$ cat src/rtl/ptr_aperture_pkg.sv
package ptr_aperture_pkg;

  localparam int ADDR_W  = 64;
  localparam int VA_W    = 48;
  localparam int GRAN_W  = 16;
  localparam int REG_W   = ADDR_W - GRAN_W;
  localparam int CANON_LO = 47;

  typedef enum logic [1:0] {
    RGN_DEFAULT = 2'd0,
    RGN_DEVICE  = 2'd1,
    RGN_SPARE   = 2'd2,
    RGN_HOLE    = 2'd3
  } region_e;

  // strobes from control to datapath
  typedef struct packed {
    logic load;
    logic defAtc;
    logic use32;
    logic vmEn;
    logic spareEn;
  } ctrl_s;

endpackage

$ cat src/rtl/ptr_aperture_class.sv
module ptr_aperture_class
  import ptr_aperture_pkg::*;
(
  input  logic [ADDR_W-1:0] addr,
  input  logic [ADDR_W-1:0] vmBase,
  input  logic [ADDR_W-1:0] vmLimit,
  input  logic [ADDR_W-1:0] spareBase,
  input  logic [ADDR_W-1:0] spareLimit,
  input  logic              vmEn,
  input  logic              spareEn,
  output region_e           region
);

  localparam int TOP_N = ADDR_W - CANON_LO;

  logic vmHit;
  logic spareHit;
  logic canonical;

  assign vmHit     = vmEn && (addr >= vmBase) && (addr <= vmLimit);
  assign spareHit  = spareEn && (addr >= spareBase) && (addr <= spareLimit);
  assign canonical = (addr[ADDR_W-1:CANON_LO] == {TOP_N{1'b0}}) ||
                     (addr[ADDR_W-1:CANON_LO] == {TOP_N{1'b1}});

  always_comb begin
    if (vmHit)           region = RGN_DEVICE;
    else if (spareHit)   region = RGN_SPARE;
    else if (!canonical) region = RGN_HOLE;
    else                 region = RGN_DEFAULT;
  end

endmodule

$ cat src/rtl/ptr_aperture_ctrl.sv
module ptr_aperture_ctrl
  import ptr_aperture_pkg::*;
(
  input  logic             reqValid,
  input  logic             isCompute,
  input  logic             dispAtc,
  input  logic             ptr32,
  input  logic [REG_W-1:0] vmBaseReg,
  input  logic [REG_W-1:0] vmLimitReg,
  input  logic [REG_W-1:0] spareBaseReg,
  input  logic [REG_W-1:0] spareLimitReg,
  output ctrl_s            ctrl
);

  typedef enum logic [1:0] {MODE_GPUVM64, MODE_HSA64, MODE_HSA32} mode_e;

  mode_e mode;

  always_comb begin
    if (!isCompute || !dispAtc) mode = MODE_GPUVM64;
    else if (ptr32)             mode = MODE_HSA32;
    else                        mode = MODE_HSA64;
  end

  always_comb begin
    ctrl.load    = reqValid;
    ctrl.defAtc  = (mode != MODE_GPUVM64);
    ctrl.use32   = (mode == MODE_HSA32);
    ctrl.vmEn    = (vmBaseReg <= vmLimitReg);
    ctrl.spareEn = (mode != MODE_HSA32) && (spareBaseReg <= spareLimitReg);
  end

endmodule

$ cat src/rtl/ptr_aperture_dp.sv
module ptr_aperture_dp
  import ptr_aperture_pkg::*;
#(
  parameter int SIZE_W = 5,
  parameter int MT_W   = 2
) (
  input  logic              clk,
  input  logic              rstN,
  input  ctrl_s             ctrl,
  input  logic              reqValid,
  input  logic [ADDR_W-1:0] reqPtr,
  input  logic [SIZE_W-1:0] reqSize,
  input  logic [REG_W-1:0]  vmBaseReg,
  input  logic [REG_W-1:0]  vmLimitReg,
  input  logic [REG_W-1:0]  spareBaseReg,
  input  logic [REG_W-1:0]  spareLimitReg,
  input  logic [MT_W-1:0]   spareMtype,
  input  logic [MT_W-1:0]   defMtype,
  output logic              outValid,
  output logic [VA_W-1:0]   outAddr,
  output logic              outAtc,
  output logic [MT_W-1:0]   outMtype,
  output logic              outViol
);

  localparam int HALF_W = ADDR_W / 2;
  localparam int NPROBE = 2;   // first byte, last byte

  logic [ADDR_W-1:0] vmBase, vmLimit, spareBase, spareLimit;
  logic [ADDR_W-1:0] extPtr, lastPtr, rebased;
  logic [SIZE_W-1:0] effSize;
  logic [ADDR_W-1:0] probe [NPROBE];
  region_e           rgn   [NPROBE];

  logic [VA_W-1:0]   nxtAddr;
  logic              nxtAtc;
  logic [MT_W-1:0]   nxtMtype;
  logic              nxtViol;

  assign vmBase     = {vmBaseReg,     {GRAN_W{1'b0}}};
  assign vmLimit    = {vmLimitReg,    {GRAN_W{1'b1}}};
  assign spareBase  = {spareBaseReg,  {GRAN_W{1'b0}}};
  assign spareLimit = {spareLimitReg, {GRAN_W{1'b1}}};

  assign extPtr  = ctrl.use32 ? {{HALF_W{1'b0}}, reqPtr[HALF_W-1:0]} : reqPtr;
  assign effSize = (reqSize == '0) ? SIZE_W'(1) : reqSize;
  assign lastPtr = extPtr + ADDR_W'(effSize) - ADDR_W'(1);
  assign rebased = extPtr - vmBase;

  assign probe[0] = extPtr;
  assign probe[1] = lastPtr;

  for (genvar g = 0; g < NPROBE; g++) begin : gProbe
    ptr_aperture_class u_class (
      .addr       (probe[g]),
      .vmBase     (vmBase),
      .vmLimit    (vmLimit),
      .spareBase  (spareBase),
      .spareLimit (spareLimit),
      .vmEn       (ctrl.vmEn),
      .spareEn    (ctrl.spareEn),
      .region     (rgn[g])
    );
  end

  always_comb begin
    nxtAddr  = extPtr[VA_W-1:0];
    nxtAtc   = ctrl.defAtc;
    nxtMtype = defMtype;
    case (rgn[0])
      RGN_DEVICE: begin
        nxtAddr = rebased[VA_W-1:0];
        nxtAtc  = 1'b0;
      end
      RGN_SPARE: nxtMtype = spareMtype;
      default: ;
    endcase
    nxtViol = (rgn[0] == RGN_HOLE) || (rgn[1] == RGN_HOLE) || (rgn[0] != rgn[1]);
  end

  always_ff @(posedge clk or negedge rstN) begin
    if (!rstN) begin
      outValid <= 1'b0;
      outAddr  <= '0;
      outAtc   <= 1'b0;
      outMtype <= '0;
      outViol  <= 1'b0;
    end else begin
      outValid <= reqValid;
      if (ctrl.load) begin
        outAddr  <= nxtAddr;
        outAtc   <= nxtAtc;
        outMtype <= nxtMtype;
        outViol  <= nxtViol;
      end
    end
  end

endmodule

$ cat src/rtl/ptr_aperture_xlate.sv
module ptr_aperture_xlate
  import ptr_aperture_pkg::*;
#(
  parameter int SIZE_W = 5,
  parameter int MT_W   = 2
) (
  input  logic              clk,
  input  logic              rstN,
  input  logic              reqValid,
  input  logic [63:0]       reqPtr,
  input  logic [SIZE_W-1:0] reqSize,
  input  logic              isCompute,
  input  logic              dispAtc,
  input  logic              ptr32,
  input  logic [47:0]       vmBaseReg,
  input  logic [47:0]       vmLimitReg,
  input  logic [47:0]       spareBaseReg,
  input  logic [47:0]       spareLimitReg,
  input  logic [MT_W-1:0]   spareMtype,
  input  logic [MT_W-1:0]   defMtype,
  output logic              outValid,
  output logic [47:0]       outAddr,
  output logic              outAtc,
  output logic [MT_W-1:0]   outMtype,
  output logic              outViol
);

  ctrl_s ctrl;

  ptr_aperture_ctrl u_ctrl (
    .reqValid      (reqValid),
    .isCompute     (isCompute),
    .dispAtc       (dispAtc),
    .ptr32         (ptr32),
    .vmBaseReg     (vmBaseReg),
    .vmLimitReg    (vmLimitReg),
    .spareBaseReg  (spareBaseReg),
    .spareLimitReg (spareLimitReg),
    .ctrl          (ctrl)
  );

  ptr_aperture_dp #(.SIZE_W(SIZE_W), .MT_W(MT_W)) u_dp (
    .clk           (clk),
    .rstN          (rstN),
    .ctrl          (ctrl),
    .reqValid      (reqValid),
    .reqPtr        (reqPtr),
    .reqSize       (reqSize),
    .vmBaseReg     (vmBaseReg),
    .vmLimitReg    (vmLimitReg),
    .spareBaseReg  (spareBaseReg),
    .spareLimitReg (spareLimitReg),
    .spareMtype    (spareMtype),
    .defMtype      (defMtype),
    .outValid      (outValid),
    .outAddr       (outAddr),
    .outAtc        (outAtc),
    .outMtype      (outMtype),
    .outViol       (outViol)
  );

endmodule

$ cat config.mk
export PLATFORM = sky130hd
export DESIGN_NAME = ptr_aperture_xlate
export DESIGN_NICKNAME = d
export VERILOG_FILES = /design/src/rtl/ptr_aperture_pkg.sv /design/src/rtl/ptr_aperture_class.sv /design/src/rtl/ptr_aperture_ctrl.sv /design/src/rtl/ptr_aperture_dp.sv /design/src/rtl/ptr_aperture_xlate.sv
export SDC_FILE = /design/constraint.sdc
export NUM_CORES = 1
export LEC_CHECK = 0
export BUFFER_PORTS_ARGS = -buffer_cell sky130_fd_sc_hd__buf_2
export CAP_MARGIN = 20
export CORE_UTILIZATION = 40
export CTS_CLUSTER_SIZE = 24
export DETAILED_ROUTE_END_ITERATION = 6
export SLEW_MARGIN = 20
export SYNTH_ARGS = -nofsm -noshare
export SYNTH_HDL_FRONTEND = slang
export SYNTH_SLANG_ARGS = --single-unit
$ cat constraint.sdc
create_clock -name clk -period 1.9 [get_ports clk]
set_input_delay 0.38 -clock clk [delete_from_list [all_inputs] [get_ports clk]]
set_output_delay 0.38 -clock clk [all_outputs]
set_load 0.1 [all_outputs]
==> impl_metrics.toml, run 1 <==
[run_status]
outcome = "finished with violations"
failed_checks = "setup timing"

[place]
gp_congestion = 1.03
dp_hpwl_um = 84200
port_buffers = 323
dp_slack_ns = -4.59
placed_cell_area_sq_um = 30100

[power]
p_per_area_nw_per_um2 = 510
vdd_drop_max_v = 0.000429
power_frac_comb_pct = 85.5
pwr-share-seq_pct = 8.2
swShare_pct = 50.9
leakagePower_nw = 17.2
power.internal_mw = 8.08
power_mw = 16.4
p_sw_mw = 8.37
power.share.clock_pct = 6.2

[finish]
antenna_cells = 0
fillers = 4268
drive_gt1_share_pct = 41.9
multi_input_comb_area_sq_um = 18900
regArea_sq_um = 1330
syn_to_final_growth_pct = 62.7
final_cell_area_sq_um = 32200
nets = 4797
fin_util_pct = 65.8

[worst_hold_path]
hold_class = "input port to asynchronous set/reset pin"

[worst_setup_path]
crit_buf_inv = 3
endpoint_kind = "flip-flop"
cp_slowest_cell = "fa_2"
worstPathRequired_ns = 2.10
reg2reg_to = "u_dp.outAddr[3]"
path_delay_family = "compound AO/OA/AOI/OAI gates"
ff2ff_setup_slack_ns = 1.11
cpPeakStageDelay_ns = 0.37
r2r_cells = 1
crit_arrival_ns = 5.90
crit_type = "input port to flip-flop"
startpoint_type = "input port"
r2r_start = "u_dp.outAddr[3]"
cp_max_fo = 4

[synth]
yosysTopAreaCell = "ha_1"
netlist.area_leader.share_pct = 36.2
synth_most_common_cell = "ha_1"
syn-mean-instance-area_sq_um = 7.50
ys_warn_count = 0
ys_types = 89
synth_top_flop_cell = "dfrtp_1"
synth_edf_count = 0
synthesis.area_sq_um = 19800
synth_seq_cells = 53
yosysSeqAreaShare_pct = 6.69
synth_nets = 3488
yosys-top-cells-area = "ha_1 (36%), dfrtp_1 (6.7%), a21oi_1 (6.6%)"
syn_inst = 2642
synthTopCellsByCount = "ha_1 (573), inv_1 (310), a21oi_1 (263), nor2_1 (182), nand2_1 (175)"
async_flop_share_pct = 100

[sta]
max_slew_margin_pct = 59.5
min_period_over_period_pct = 300
worst_slew_pin_slew_ns = 0.603
post-route-min-period_ns = 5.70
hold_slack_ns = 0.0558
finalSetupViolCount = 36
hold_viol = 0
grt_setup_unrepaired = "yes"
max_freq_mhz = 175
skew_ns = 0
fin_ws_ns = -3.80
drv_slew = 0

[floorplanning]
dieWidth_um = 225
rows = 81
die_h_um = 225
initial_core_util_pct = 40.5
io_pins = 324
dieArea_sq_um = 50400
core_sq_um = 49000

[global_routing]
grt_overflow = 0
first_global_vias = 25900
grt_start_max_net_pins = 54
grt_usage_pct = 37.9
grt_pass1_wl_um = 146000
antenna_found_initial = 2

[clocking]
ctsHoldBuffers = 0
htree_levels = 2
cts_root_buf = "clkbuf_16"
clock_path_buffers = 2
clock_sinks = 53
clk_latency_ns = 0.32
cts_inserted_buffers = 5
clkTransAtPathRegs_ns = 0.08
cts_tree = "yes"

[routing]
drt_iter0_drc = 1664
ant_nets = 0
drc_errors = 0
wl_um = 97300
viasPerCell = 5.55
wire_per_inst_um = 21.1
vias = 25600
drtPass1Iterations = 6

[run]
cap_violations = 0
worst max path at each step:
stage	cells past startpoint	to	start	slack, ns
after floorplan	27	u_dp.outViol	reqSize[4]	-3.48
after global placement	30	u_dp.outViol	reqSize[4]	-4.38
after global routing	27	u_dp.outViol	dispAtc	-4.04
after detailed placement	30	u_dp.outViol	reqSize[4]	-4.59
after CTS	29	u_dp.outViol	reqSize[2]	-3.68
final	29	u_dp.outViol	reqSize[2]	-3.80
kinds of logic after synthesis:
| family | synth area share (%) |
|---|---|
| flip-flops | 6.69 |
| buffers and inverters | 6.78 |
| adder cells (fa/ha/maj) | 36.4 |
| AND/OR/NAND/NOR | 20.0 |
| XOR/XNOR | 3.35 |
| multiplexers | 1.64 |
| AO/OA/AOI/OAI | 25.1 |
final cells by class:
type / count / area share [%]
Inverter: 310 / 3.81
Multi-Input combinational cell: 2236 / 58.5
Sequential cell: 53 / 4.11
Tap cell: 664 / 2.58
Clock inverter: 1 / 0.0233
Clock buffer: 7 / 0.411
Timing Repair Buffer: 1345 / 30.6
through the flow:
stage	instances	setup TNS, ns
2_1_floorplan	2642	-37.80
6_report	4616	-68.88
4_1_cts	4606	-77.73
5_1_grt	4616	-72.15
3_3_place_gp	4548	-94.89
3_5_place_dp	4548	-96.01
cell usage in the layout, fill, tap and decap left out, types with 24 or more instances in the layout:
cell | netlist | routed
buf_2 | 12 | 314
buf_6 | 0 | 43
nand2b_1 | 25 | 24
o21a_1 | 30 | 30
a211oi_1 | 28 | 24
inv_1 | 310 | 277
nand2_1 | 175 | 144
a21oi_2 | 6 | 35
o211ai_1 | 24 | 24
o21ai_0 | 143 | 133
dfrtp_1 | 53 | 53
nor2_1 | 182 | 161
nand4_1 | 106 | 106
nor3_1 | 51 | 44
buf_4 | 0 | 956
ha_1 | 573 | 532
a21o_1 | 103 | 103
xnor2_1 | 44 | 42
a21oi_1 | 263 | 229
nand3_1 | 66 | 58
nor2b_1 | 51 | 49
ha_4 | 0 | 37
xor2_1 | 30 | 27
per-layer routing:
layer,GRT usage (%),vias to the layer above,wire length [um]
li1,-,12400,-
met1,49.3,12200,42600
met2,63.0,884,44200
met3,4.36,164,6010
met4,15.9,2,4450
met5,0,-,15
timing repair:
action                     in CTS  in global routing
setup endpoints to repair      36                 36
gates resized for setup       228                 86
buffers inserted               48                 25
gates cloned                    6                  0
pin swaps                     105                 72
state kept, by name (all words and copies together) (netlist names):
| name | flops |
|---|---|
| u_dp.outAtc | 1 |
| u_dp.outValid | 1 |
| u_dp.outViol | 1 |
| u_dp.outAddr | 48 |
| u_dp.outMtype | 2 |
power groups by stage:
stage                     clock, mW  sequential (mW)  combinational (mW)
after floorplan                   0             2.45                5.83
after global placement            0             1.37                12.5
after detailed placement          0             1.38                12.8
after CTS                      1.05             1.36                13.6
after global routing           1.07             1.37                15.2
final                          1.02             1.36                14.1
Power figures use the tool's default switching activity.
==> run 2, diff against run 1 <==
--- a/config.mk
+++ b/config.mk
@@ -10,6 +10,7 @@
 export CORE_UTILIZATION = 40
 export CTS_CLUSTER_SIZE = 24
 export DETAILED_ROUTE_END_ITERATION = 6
+export RECOVER_POWER = 100
 export SLEW_MARGIN = 20
 export SYNTH_ARGS = -nofsm -noshare
 export SYNTH_HDL_FRONTEND = slang
==> constraint.sdc (replaced) <==
create_clock -name clk -period 5.35 [get_ports clk]
set_input_delay 1.07 -clock clk [delete_from_list [all_inputs] [get_ports clk]]
set_output_delay 1.07 -clock clk [all_outputs]
set_load 0.1 [all_outputs]
==> run 2 against run 1 <==
Against the previous run: highest routed layer unchanged; critical path type unchanged; the flow finishes with violations (capacitance limit, slew limit, setup timing); sequential power is 64% lower; count of clock-buffer cells in the layout shrank 2; register-to-register slack better by 3.4 ns.
==> impl_metrics.toml, run 2 (synthesis gave the netlist of run 1 again) <==
[global_routing]
grt_overflow = 0
antenna_found_initial = 5
grt_usage_pct = 35.9
first_global_vias = 23500
grt_pass1_wl_um = 137000
grt_start_max_net_pins = 67

[sta]
min_period_over_period_pct = 120
post-route-min-period_ns = 6.41
hold_viol = 0
grt_setup_unrepaired = "yes"
fin_ws_ns = -1.06
max_slew_margin_pct = -116
skew_ns = 0
worst_slew_pin_slew_ns = 3.24
hold_slack_ns = 0.514
drv_slew = 54
max_freq_mhz = 156
finalSetupViolCount = 10

[routing]
drtPass1Iterations = 7
drt_iter0_drc = 1596
ant_nets = 0
wl_um = 92000
wire_per_inst_um = 22.0
viasPerCell = 5.68
drc_errors = 0
vias = 23800

[clocking]
clock_sinks = 53
clkTransAtPathRegs_ns = 0.10
htree_levels = 2
clk_latency_ns = 0.33
cts_root_buf = "clkbuf_16"
cts_inserted_buffers = 5
clock_path_buffers = 2
cts_tree = "yes"
ctsHoldBuffers = 0

[worst_setup_path]
cp_max_fo = 5
startpoint_type = "input port"
crit_type = "input port to flip-flop"
reg2reg_to = "u_dp.outViol"
worstPathRequired_ns = 5.54
endpoint_kind = "flip-flop"
r2r_cells = 2
r2r_start = "u_dp.outViol"
ff2ff_setup_slack_ns = 4.53
crit_arrival_ns = 6.60

[finish]
stdcell_count = 4183
fin_util_pct = 55.1
layout_commonest_cell = "buf_4"
largest_reg_flops = 48
nets = 4360
regMostFlops = "u_dp.outAddr"
layout_common_cells = "buf_4 (578), ha_1 (566), inv_1 (304)"
syn_to_final_growth_pct = 36.2
reg_top3 = "u_dp.outAddr (48), u_dp.outMtype (2)"
drive_gt1_share_pct = 28.0
fillers = 4915
multi_input_comb_area_sq_um = 17500
regArea_sq_um = 1330

[run]
cap_violations = 1

[floorplanning]
dieArea_sq_um = 50400
core_sq_um = 49000
io_pins = 324
die_h_um = 225
rows = 81
initial_core_util_pct = 40.5
dieWidth_um = 225

[power]
vdd_drop_max_v = 0.000177
leakagePower_nw = 14.6
p_per_area_nw_per_um2 = 196
power_mw = 5.29

[place]
place_inst = 4155
gp_congestion = 1.04
dp_hpwl_um = 81000
port_buffers = 323
dp_slack_ns = -1.68

[run_status]
outcome = "finished with violations"
failed_checks = "capacitance limit, slew limit, setup timing"

[worst_hold_path]
hold-path-endpoint = "u_dp.outAddr[12]"
hold_class = "flip-flop to flip-flop"
hold_start = "u_dp.outAddr[12]"
whs_path_depth = 1
run 2: area by class of cell:
cell class,instances,share of cell area (%)
Tap cell,664,3.08
Timing Repair Buffer,909,22.2
Clock inverter,3,0.107
Clock buffer,5,0.464
Antenna cell,4,0.0371
Inverter,310,4.35
Multi-Input combinational cell,2235,64.9
Sequential cell,53,4.92
run 2: how the worst max path moves through the flow:
stage,startpoint,to,slack (ns),cells after the start
global placement,reqSize[4],u_dp.outViol,-1.57,29
finish,reqSize[4],u_dp.outViol,-1.06,28
CTS,reqSize[2],u_dp.outViol,-1.06,30
floorplan,reqSize[4],u_dp.outViol,-0.72,27
global route,reqSize[2],u_dp.outViol,-1.27,30
detailed placement,reqSize[4],u_dp.outViol,-1.68,29
run 2: through the flow:
| stage | cell area [sq um] | setup TNS [ns] |
|---|---|---|
| 6_report | 27000 | -1.52 |
| 3_3_place_gp | 26500 | -1.98 |
| 3_5_place_dp | 26500 | -2.06 |
| 5_1_grt | 27000 | -6.62 |
| 4_1_cts | 26900 | -1.06 |
| 2_1_floorplan | 19900 | -0.718 |
run 2: power by group:
group | switching, mW | internal [mW] | leakage, nW
logic | 2.57 | 1.84 | 13.9
registers | 0.0310 | 0.452 | 0.608
clock network | 0.217 | 0.182 | 0.0763
run 2: metal layers:
layer	part of all wire, %	global-route usage, %	up-vias	wire, um
li1	-	-	11500	-
met2	44	58.4	833	40500
met1	46	49.5	11300	42400
met5	0.012	0	-	11
met3	6.4	3.70	140	5900
met4	3.4	11.1	2	3160
run 2: worst max-delay path: stages:
cell and delay (ns):
buf_4 0.13, inv_8 0.04, buf_4 0.09, ha_1 0.13
inv_1 0.04, ha_1 0.30, or2_1 0.28, a311oi_4 0.34
a2111oi_4 0.10, o31ai_4 0.28, buf_4 0.19, nand2_2 0.08
buf_4 0.18, a221oi_2 0.23, nand4_1 0.19, buf_4 0.22
ha_1 0.29, nand4_1 0.25, nor4_2 0.34, inv_2 0.12
nor4_4 0.34, nand3_2 0.15, nor2_1 0.13, nand3b_1 0.08
or4b_2 0.61, nand2_1 0.12, a31o_2 0.17, o221ai_2 0.08
run 2: timing repair:
item | in CTS | in global routing
gates resized for setup | 28 | 34
gates cloned | 0 | 0
buffers inserted | 10 | 6
setup endpoints to repair | 1 | 3
pin swaps | 33 | 17
